[config.mk]
export PLATFORM = sky130hd
export DESIGN_NAME = fetch_gate
export DESIGN_NICKNAME = d
export VERILOG_FILES = /design/src/rtl/fetch_gate.sv
export SDC_FILE = /design/constraint.sdc
export NUM_CORES = 1
export LEC_CHECK = 0
export ABC_AREA = 1
export BUFFER_PORTS_ARGS = -buffer_cell sky130_fd_sc_hd__buf_2
export CORE_MARGIN = 2
export CORE_UTILIZATION = 44
export CTS_BUF_LIST = sky130_fd_sc_hd__clkbuf_4
export DETAILED_ROUTE_END_ITERATION = 10
export GPL_ROUTABILITY_DRIVEN = 0
export PLACE_DENSITY = 0.89
export SLEW_MARGIN = 20
export SYNTH_ARGS = -nofsm -noshare
export SYNTH_HDL_FRONTEND = slang
export SYNTH_SLANG_ARGS = --single-unit
export TNS_END_PERCENT = 5
[constraint.sdc]
create_clock -name clk -period 3.2 [get_ports clk]
set_input_delay 0.64 -clock clk [delete_from_list [all_inputs] [get_ports clk]]
set_output_delay 0.64 -clock clk [all_outputs]
set_load 0.02 [all_outputs]
[src/rtl/fetch_gate.sv]
module fetch_gate #(
  parameter int NTHR    = 4,
  parameter int QSIZE   = 8,
  parameter int FETCH_W = 4,
  parameter int SLW     = 4,
  parameter int SCW     = 3,
  parameter int FCW     = 4,
  parameter int PW      = 3,
  parameter int ICW     = 16,
  localparam int QCW    = $clog2(QSIZE + 1),
  localparam int CW     = $clog2(4 + (1 << SCW))
) (
  input  logic                clk,
  input  logic                rst_n,
  input  logic [NTHR-1:0]     act_i,
  input  logic [NTHR-1:0]     susp_i,
  input  logic [NTHR-1:0]     irq_i,
  input  logic [NTHR*QCW-1:0] q_total_i,
  input  logic [NTHR*QCW-1:0] q_resv_i,
  input  logic [NTHR-1:0]     stall_i,
  input  logic [NTHR*SCW-1:0] stall_sub_i,
  input  logic [NTHR*FCW-1:0] fault_cnt_i,
  input  logic [NTHR*SLW-1:0] free_i,
  input  logic [NTHR*PW-1:0]  prio_i,
  input  logic [NTHR-1:0]     iq_cap_i,
  input  logic [NTHR-1:0]     rob_cap_i,
  output logic [NTHR-1:0]     blocked_o,
  output logic [NTHR*CW-1:0]  cause_o,
  output logic [NTHR-1:0]     wake_o,
  output logic                all_blk_o,
  output logic [ICW-1:0]      idle_cnt_o
);
  localparam logic [CW-1:0] C_NONE  = CW'(0);
  localparam logic [CW-1:0] C_QFULL = CW'(1);
  localparam logic [CW-1:0] C_IMISS = CW'(2);
  localparam logic [CW-1:0] C_FLUSH = CW'(3);
  localparam logic [CW-1:0] C_STALL = CW'(4);

  logic [NTHR-1:0] sel_blk;
  logic [ICW-1:0]  idle_q;

  for (genvar t = 0; t < NTHR; t++) begin : g_thr
    logic [QCW-1:0] tot, rsv;
    logic [SCW-1:0] sub;
    logic [FCW-1:0] flt;
    logic [SLW-1:0] fre;
    logic [PW-1:0]  pri;
    logic [CW-1:0]  cs;
    logic           go, qfull, pass;

    assign tot = q_total_i[t*QCW +: QCW];
    assign rsv = q_resv_i[t*QCW +: QCW];
    assign sub = stall_sub_i[t*SCW +: SCW];
    assign flt = fault_cnt_i[t*FCW +: FCW];
    assign fre = free_i[t*SLW +: SLW];
    assign pri = prio_i[t*PW +: PW];

    assign wake_o[t] = ~act_i[t] & susp_i[t] & irq_i[t];
    assign go        = act_i[t] | wake_o[t];
    assign qfull     = (tot == QCW'(QSIZE)) && (rsv < tot);

    always_comb begin
      cs   = C_NONE;
      pass = 1'b0;
      if (!go)                        cs = C_NONE;
      else if (qfull)                 cs = C_QFULL;
      else if (stall_i[t])            cs = C_STALL + CW'(sub);
      else if (flt != '0)             cs = C_FLUSH;
      else if (fre < SLW'(FETCH_W))   cs = C_IMISS;
      else                            pass = 1'b1;
    end

    assign cause_o[t*CW +: CW] = cs;
    assign sel_blk[t]   = ~pass | (pri == '0);
    assign blocked_o[t] = sel_blk[t] | iq_cap_i[t] | rob_cap_i[t];

    a_r2_idle_thread_blocked: assert property (@(posedge clk) disable iff (!rst_n)
      (!act_i[t] && !(susp_i[t] && irq_i[t])) |-> (blocked_o[t] && cause_o[t*CW +: CW] == C_NONE && !wake_o[t]));
    a_r9_prio_zero_blocked: assert property (@(posedge clk) disable iff (!rst_n)
      (pri == '0) |-> blocked_o[t]);
    a_r11_cap_blocked: assert property (@(posedge clk) disable iff (!rst_n)
      (iq_cap_i[t] || rob_cap_i[t]) |-> blocked_o[t]);
    a_r1_cause_implies_blocked: assert property (@(posedge clk) disable iff (!rst_n)
      (cause_o[t*CW +: CW] != C_NONE) |-> blocked_o[t]);
    a_r4_reserved_only_not_full: assert property (@(posedge clk) disable iff (!rst_n)
      (act_i[t] && tot == QCW'(QSIZE) && rsv == tot) |-> (cause_o[t*CW +: CW] != C_QFULL));
  end

  assign all_blk_o  = &sel_blk;
  assign idle_cnt_o = idle_q;

  always_ff @(posedge clk) begin
    if (!rst_n)         idle_q <= '0;
    else if (all_blk_o) idle_q <= idle_q + 1'b1;
  end

  a_r10_idle_step: assert property (@(posedge clk) disable iff (!rst_n)
    all_blk_o |=> (idle_cnt_o == ICW'($past(idle_cnt_o) + 1'b1)));
  a_r10_idle_hold: assert property (@(posedge clk) disable iff (!rst_n)
    !all_blk_o |=> $stable(idle_cnt_o));
  a_r11_all_blk_ignores_caps: assert property (@(posedge clk) disable iff (!rst_n)
    all_blk_o |-> (&blocked_o));
endmodule

==> metrics.cfg, run 1 <==
[hold_path]
worstHoldStart=idle_cnt_o[15]$_SDFFE_PN0P_
hold_depth=2
hp-class=reg -> reg
hold_end=idle_cnt_o[15]$_SDFFE_PN0P_

[floorplanning]
die_area_um2=4918
fp-row-count=24
die_w_um=70.13
core_area_um2=4294
die_h_um=70.13
io_pins=155
initial_core_util_pct=44.81

[logic_synthesis]
ys.warnings.count=0
synth_top_family_by_area=simple AND/OR/NAND/NOR gates
muxShareOfSynthArea_pct=0
synth-xor-area-share_pct=5.917
netlist_area_um2=1924
synth-adder-area-share_pct=8.453
synthArstFlopShare_pct=0
avgSynthCellArea_um2=6.228
synth_edf_count=0
syn_inst=309
synth_nets=436
ys_seq_area_share_pct=16.64
synthSimpleGateAreaFrac_pct=42.98
ys_ff_latch=16
synthFlopType=dfxtp_1
synth_cell_types=30
synth_compound_area_share_pct=11.70

[worst_setup_path]
path_max_fanout=2
crit_arrival_ns=1.84
r2r_start=idle_cnt_o[0]$_SDFFE_PN0P_
critical_path.top_delay_family=simple AND/OR/NAND/NOR gates
r2r_end=idle_cnt_o[10]$_SDFFE_PN0P_
cp_cell_sequence=buf_2, inv_1, ha_1, o21ai_1, nand2_1, nand2_1, nand2_1, nand2_1, or3_1, buf_2
cp.required_ns=2.56
slowest_delay_ns=0.34
path_common_cell=nand2_1
reg2reg_depth=8
end_kind=primary output
critical_path_class=in -> out
critPathLaunchType=primary input
path_buf_inv=3
slowest_stage=or3_1
r2r_slack_ns=1.66

[timing]
rsz0062_at_grt=no
setup_viol=0
period_share_pct=77.61
slew_headroom_pct=57.64
fmax_mhz=402.7
period_needed_ns=2.483
hold_viol=0
finalWorstSetupSlack_ns=0.7165
worst_slew_pin_slew_ns=0.6347
skew_ns=0.004594
holdWs_ns=0.5147
finalSetupTns_ns=0
drv_slew=0

[placement]
dp_cells=501
hpwl_mm=4.492
placedInstanceArea_um2=2664
portBuffers=142
post-place-ws_ns=0.7029

[global_route]
track_usage_pct=21.43
grt.overflow.total=0
grt_pass1_wl_mm=9.011
grt_pass1_vias=2274
antenna_found_initial=0
grt_start_max_net_pins=17

[finish]
final_layout_size_suffix_gt1_share_pct=44.03
largest_register_ff_count=16
diodes=0
nets=581
fin_cells=504
fin_area_um2=2686
syn2layout_area_growth_pct=39.60
fillers=414
seq_area_um2=320.3
final_util_pct=62.56
multi_input_area_um2=1329

[power]
p_comb_share_pct=40.8
p_leak_nw=1.527
p_clk_share_pct=20.1
switching_share_pct=35.18
power_switching_mw=0.1872
p_int_mw=0.3449
vdd_drop_max_uv=185.3
sequentialPowerShare_pct=39.1
p_per_area_nw_per_um2=198.1
total_power_mw=0.5321

[clock_network]
cts_tree=built
clockRootBuffer=clkbuf_4
hold_buffers=0
ctsResizeCount=0
ctsLongestPathBuffers=2
cts_setup_buffers=0
clock_latency_ns=0.29
htreeDepth=1
path_clk_slew_ns=0.09
clock_sinks=16
cts_buffers=3

[detailed_routing]
drc_errors=0
antenna_left=0
drt_first_pass_iters=4
finalWirelength_mm=5.199
drt_iter0_drc=50
via_count=2406
vias_per_cell=4.774
wl_per_cell_um=10.32

[run]
cap_violations=0

[run_status]
status=completed

[per-layer routing]
metal / vias up / part of all wire [%] / global-route usage [%] / wire length, um
li1: 1253 / - / - / -
met1: 1033 / 39 / 24.05 / 2051
met2: 112 / 51 / 40.85 / 2657
met3: 8 / 8.3 / 4.040 / 432
met4: 0 / 1.1 / 5.769 / 58
met5: - / 0 / 0 / 0
[cell usage after synthesis (2+ instances only)]
cell | instances | area share (%)
buf_12 | 2 | 2.1
nand2_4 | 2 | 1.2
a21oi_1 | 14 | 3.6
nor2_1 | 36 | 7.0
nor3_2 | 3 | 1.6
inv_2 | 11 | 2.1
nand2_1 | 71 | 14
nand4_1 | 5 | 1.6
xor2_1 | 10 | 4.6
nor3_1 | 7 | 1.8
nand3b_1 | 2 | 0.78
o211ai_1 | 3 | 1.2
o21ai_1 | 4 | 1.0
or3_1 | 4 | 1.3
o21ai_0 | 3 | 0.78
ha_1 | 13 | 8.5
inv_1 | 49 | 9.6
nor4_1 | 4 | 1.3
dfxtp_1 | 16 | 17
a21oi_2 | 9 | 4.1
nand3_1 | 9 | 2.3
xnor2_1 | 3 | 1.4
nand2_2 | 21 | 6.8
nor2_2 | 2 | 0.65
[worst max-delay path by stage]
stage	start	to	slack [ns]	cells after the start
2_1_floorplan	q_total_i[13]	cause_o[14]	0.71	8
3_3_place_gp	q_total_i[1]	blocked_o[0]	0.70	10
3_5_place_dp	q_total_i[1]	blocked_o[0]	0.70	10
4_1_cts	q_total_i[1]	blocked_o[0]	0.70	10
5_1_grt	q_total_i[1]	blocked_o[0]	0.59	10
6_report	q_total_i[1]	blocked_o[0]	0.72	10
[power by group through the flow]
stage / Combinational (mW) / Sequential [mW] / Clock (mW)
after floorplan: 0.117 / 0.217 / 0
after global placement: 0.212 / 0.212 / 0
after detailed placement: 0.218 / 0.213 / 0
after CTS: 0.219 / 0.208 / 0.109
after global routing: 0.246 / 0.209 / 0.116
final: 0.217 / 0.208 / 0.107
[cells by family (layout without fill, tap and decap cells)]
logic type               count (synthesis)  count (layout)
AO/OA/AOI/OAI                           34              34
adder cells (fa/ha/maj)                 13              13
buffers and inverters                   64             207
AND/OR/NAND/NOR                        169             169
flip-flops                              16              16
XOR/XNOR                                13              13
[area by class of cell]
| type | instances | share of cell area [%] |
|---|---|---|
| multi-input combinational | 229 | 49.46 |
| timing repair buffer | 143 | 26.73 |
| sequential | 16 | 11.92 |
| inverter | 61 | 8.617 |
| tap | 52 | 2.422 |
| clock buffer | 3 | 0.8384 |
[worst min-delay path: cells and delay by family (launching register included)]
| kind | cells | cell delay [ns] |
|---|---|---|
| DFF | 1 | 0.35 |
| and+or+nand+nor | 1 | 0.08 |
| AOI/OAI and AO/OA | 1 | 0.05 |
[cells in the final DEF (no fill, tap or decap), types with 4 or more instances in the layout]
cell,count
nand3_1,9
a21oi_1,14
nor2_1,36
buf_2,142
xor2_1,10
nor4_1,4
ha_1,13
inv_2,11
nand4_1,5
nor3_1,7
a21oi_2,9
o21ai_1,4
nand2_1,71
dfxtp_1,16
inv_1,49
or3_1,4
nand2_2,21
No activity file was read; power rests on OpenSTA's default activity.
==> inputs of run 2 (changes only) <==
--- a/config.mk
+++ b/config.mk
@@ -8,11 +8,11 @@
 export ABC_AREA = 1
 export BUFFER_PORTS_ARGS = -buffer_cell sky130_fd_sc_hd__buf_2
 export CORE_MARGIN = 2
-export CORE_UTILIZATION = 44
+export CORE_UTILIZATION = 37
 export CTS_BUF_LIST = sky130_fd_sc_hd__clkbuf_4
 export DETAILED_ROUTE_END_ITERATION = 10
 export GPL_ROUTABILITY_DRIVEN = 0
-export PLACE_DENSITY = 0.89
+export PLACE_DENSITY = 0.8
 export SLEW_MARGIN = 20
 export SYNTH_ARGS = -nofsm -noshare
 export SYNTH_HDL_FRONTEND = slang
==> constraint.sdc (replaced) <==
create_clock -name clk -period 2.13 [get_ports clk]
set_input_delay 0.426 -clock clk [delete_from_list [all_inputs] [get_ports clk]]
set_output_delay 0.426 -clock clk [all_outputs]
set_load 0.02 [all_outputs]
==> run 2 against run 1 <==
  * Via count grew 0.87%
  * Clock skew shrank 0.0036 ns
  * Worst setup slack lost 0.62 ns
  * Combinational power grew 52%
  * Critical path type unchanged
==> metrics.cfg, run 2 (synthesis results as in run 1) <==
[run_status]
status=completed  ; unchanged

[finish]
final_util_pct=53.85  ; was 62.56%
largest_register_ff_count=16  ; unchanged
syn2layout_area_growth_pct=42.00  ; was 39.60%
final_common_cell=buf_2  ; unchanged
diodes=0  ; unchanged
nets=581  ; unchanged
final_layout_size_suffix_gt1_share_pct=45.70  ; was 44.03%
layout_common_cells=buf_2, nand2_1, inv_1, nor2_1, nand2_2  ; unchanged

[timing]
slew_headroom_pct=57.68  ; was 57.64%
rsz0062_at_grt=yes  ; was no
period_share_pct=95.68
worst_slew_pin_slew_ns=0.6340  ; was 0.6347 ns
period_needed_ns=2.038
setup_viol=0  ; unchanged
finalSetupTns_ns=0  ; unchanged
skew_ns=0.001020  ; was 0.004594 ns
hold_viol=0  ; unchanged
fmax_mhz=490.7
drv_slew=0  ; unchanged

[global_route]
grt.overflow.total=0  ; unchanged
grt_pass1_wl_mm=8.914  ; was 9.011 mm
grt_start_max_net_pins=17  ; unchanged
antenna_found_initial=0  ; unchanged
grt_pass1_vias=2230  ; was 2274
track_usage_pct=17.80  ; was 21.43%

[clock_network]
htreeDepth=1  ; unchanged
clockRootBuffer=clkbuf_4  ; unchanged
cts_tree=built  ; unchanged
path_clk_slew_ns=0.10  ; was 0.09 ns
ctsLongestPathBuffers=2  ; unchanged
clock_latency_ns=0.30  ; was 0.29 ns
clock_sinks=16  ; unchanged
cts_buffers=3  ; unchanged
cts_setup_buffers=0  ; unchanged

[worst_setup_path]
critical_path_class=in -> out  ; unchanged
slowest_delay_ns=0.32  ; was 0.34 ns
cp.required_ns=1.70  ; was 2.56 ns
r2r_end=idle_cnt_o[10]$_SDFFE_PN0P_  ; unchanged
crit_path_start=q_total_i[1]  ; unchanged
slowest_stage=or3_1  ; unchanged
r2r_start=idle_cnt_o[0]$_SDFFE_PN0P_  ; unchanged
endpoint=blocked_o[0]  ; unchanged
cp_cell_sequence=buf_2, inv_1, ha_1, o21ai_1, nand2_1, nand2_1, nand2_2, nand2_2, or3_1, buf_2  ; was buf_2, inv_1, ha_1, o21ai_1, nand2_1, nand2_1, nand2_1, nand2_1, or3_1, buf_2
end_kind=primary output  ; unchanged
critPathLaunchType=primary input  ; unchanged
reg2reg_depth=8  ; unchanged
crit_arrival_ns=1.61  ; was 1.84 ns
r2r_slack_ns=0.52  ; was 1.66 ns
path_max_fanout=2  ; unchanged

[detailed_routing]
via_count=2427  ; was 2406
vias_per_cell=4.641  ; was 4.774
antenna_left=0  ; unchanged
drc_errors=0  ; unchanged
drt_first_pass_iters=4  ; unchanged
finalWirelength_mm=5.224  ; was 5.199 mm
wl_per_cell_um=9.989  ; was 10.32 um
drt_iter0_drc=69  ; was 50

[power]
vdd_drop_max_uv=245.4  ; was 185.3 uV
p_leak_nw=1.527  ; about the same
p_per_area_nw_per_um2=297.6  ; was 198.1 nW/um^2

[floorplanning]
io_pins=155  ; unchanged
die_w_um=76.12  ; was 70.13 um
die_h_um=76.12  ; was 70.13 um
fp-row-count=26  ; was 24
initial_core_util_pct=37.92  ; was 44.81%
core_area_um2=5075  ; was 4294 um^2
die_area_um2=5793  ; was 4918 um^2

[hold_path]
hp-class=in -> reg  ; was reg -> reg

[placement]
hpwl_mm=4.471  ; was 4.492 mm
portBuffers=142  ; unchanged

[run]
cap_violations=0  ; unchanged

## run 2: how the worst min path moves through the flow
stage,start,end,slack (ns),cells after the start
after floorplan,idle_cnt_o[15]$_SDFFE_PN0P_,idle_cnt_o[15]$_SDFFE_PN0P_,0.56,2
after global placement,idle_cnt_o[15]$_SDFFE_PN0P_,idle_cnt_o[15]$_SDFFE_PN0P_,0.48,2
after detailed placement,idle_cnt_o[7]$_SDFFE_PN0P_,idle_cnt_o[7]$_SDFFE_PN0P_,0.49,2
after CTS,rst_n,idle_cnt_o[1]$_SDFFE_PN0P_,0.37,3
after global routing,rst_n,idle_cnt_o[1]$_SDFFE_PN0P_,0.38,3
final,rst_n,idle_cnt_o[1]$_SDFFE_PN0P_,0.37,3
## run 2: through the flow
step | power, mW | instances | instance area [um^2] | hold slack [ns] | worst slack (ns)
CTS | 0.8141 | 523 | 2713 | 0.3669 | 0.04709
floorplan | 0.5019 | 309 | 1924 | 0.5584 | 0.07206
finish | 0.8132 | 523 | 2733 | 0.3700 | 0.09209
detailed placement | 0.6462 | 519 | 2686 | 0.4929 | 0.05215
global route | 0.8808 | 523 | 2733 | 0.3812 | -0.02033
global placement | 0.6376 | 519 | 2686 | 0.4789 | 0.05877
## run 2: where the power goes
| part | switching, mW | leakage [nW] | internal [mW] | total, mW |
|---|---|---|---|---|
| Combinational | 0.179 | 1.38 | 0.150 | 0.329 |
| Clock | 0.103 | 0.0154 | 0.0683 | 0.171 |
| Sequential | 0.00731 | 0.129 | 0.305 | 0.313 |
| Total | 0.290 | 1.53 | 0.524 | 0.813 |
## run 2: area by class of cell
| cell class | count | area (um^2) |
|---|---|---|
| Sequential cell | 16 | 320.3 |
| Inverter | 61 | 231.5 |
| Fill cell | 500 | 2342 |
| Timing Repair Buffer | 143 | 725.7 |
| Tap cell | 70 | 87.58 |
| Clock inverter | 1 | 3.754 |
| Clock buffer | 3 | 22.52 |
| Multi-Input combinational cell | 229 | 1341 |
## run 2: what timing repair did
item / in CTS / in global routing
hold buffers: 0 / 0
setup endpoints to repair: 0 / 8
resized for setup: 0 / 12
## run 2: routing by layer
layer | up-vias | track usage [%] | wire (um)
li1 | 1257 | - | -
met1 | 1058 | 19.04 | 2109
met2 | 102 | 34.46 | 2628
met3 | 10 | 4.265 | 399
met4 | 0 | 5.091 | 87
met5 | - | 0 | 0
## run 2: worst max-delay path: cells and delay by family
kind / cells / cell delay, ns
buffers and inverters: 3 / 0.29
adders and majority gates: 1 / 0.27
and+or+nand+nor: 5 / 0.57
AOI/OAI and AO/OA: 1 / 0.06
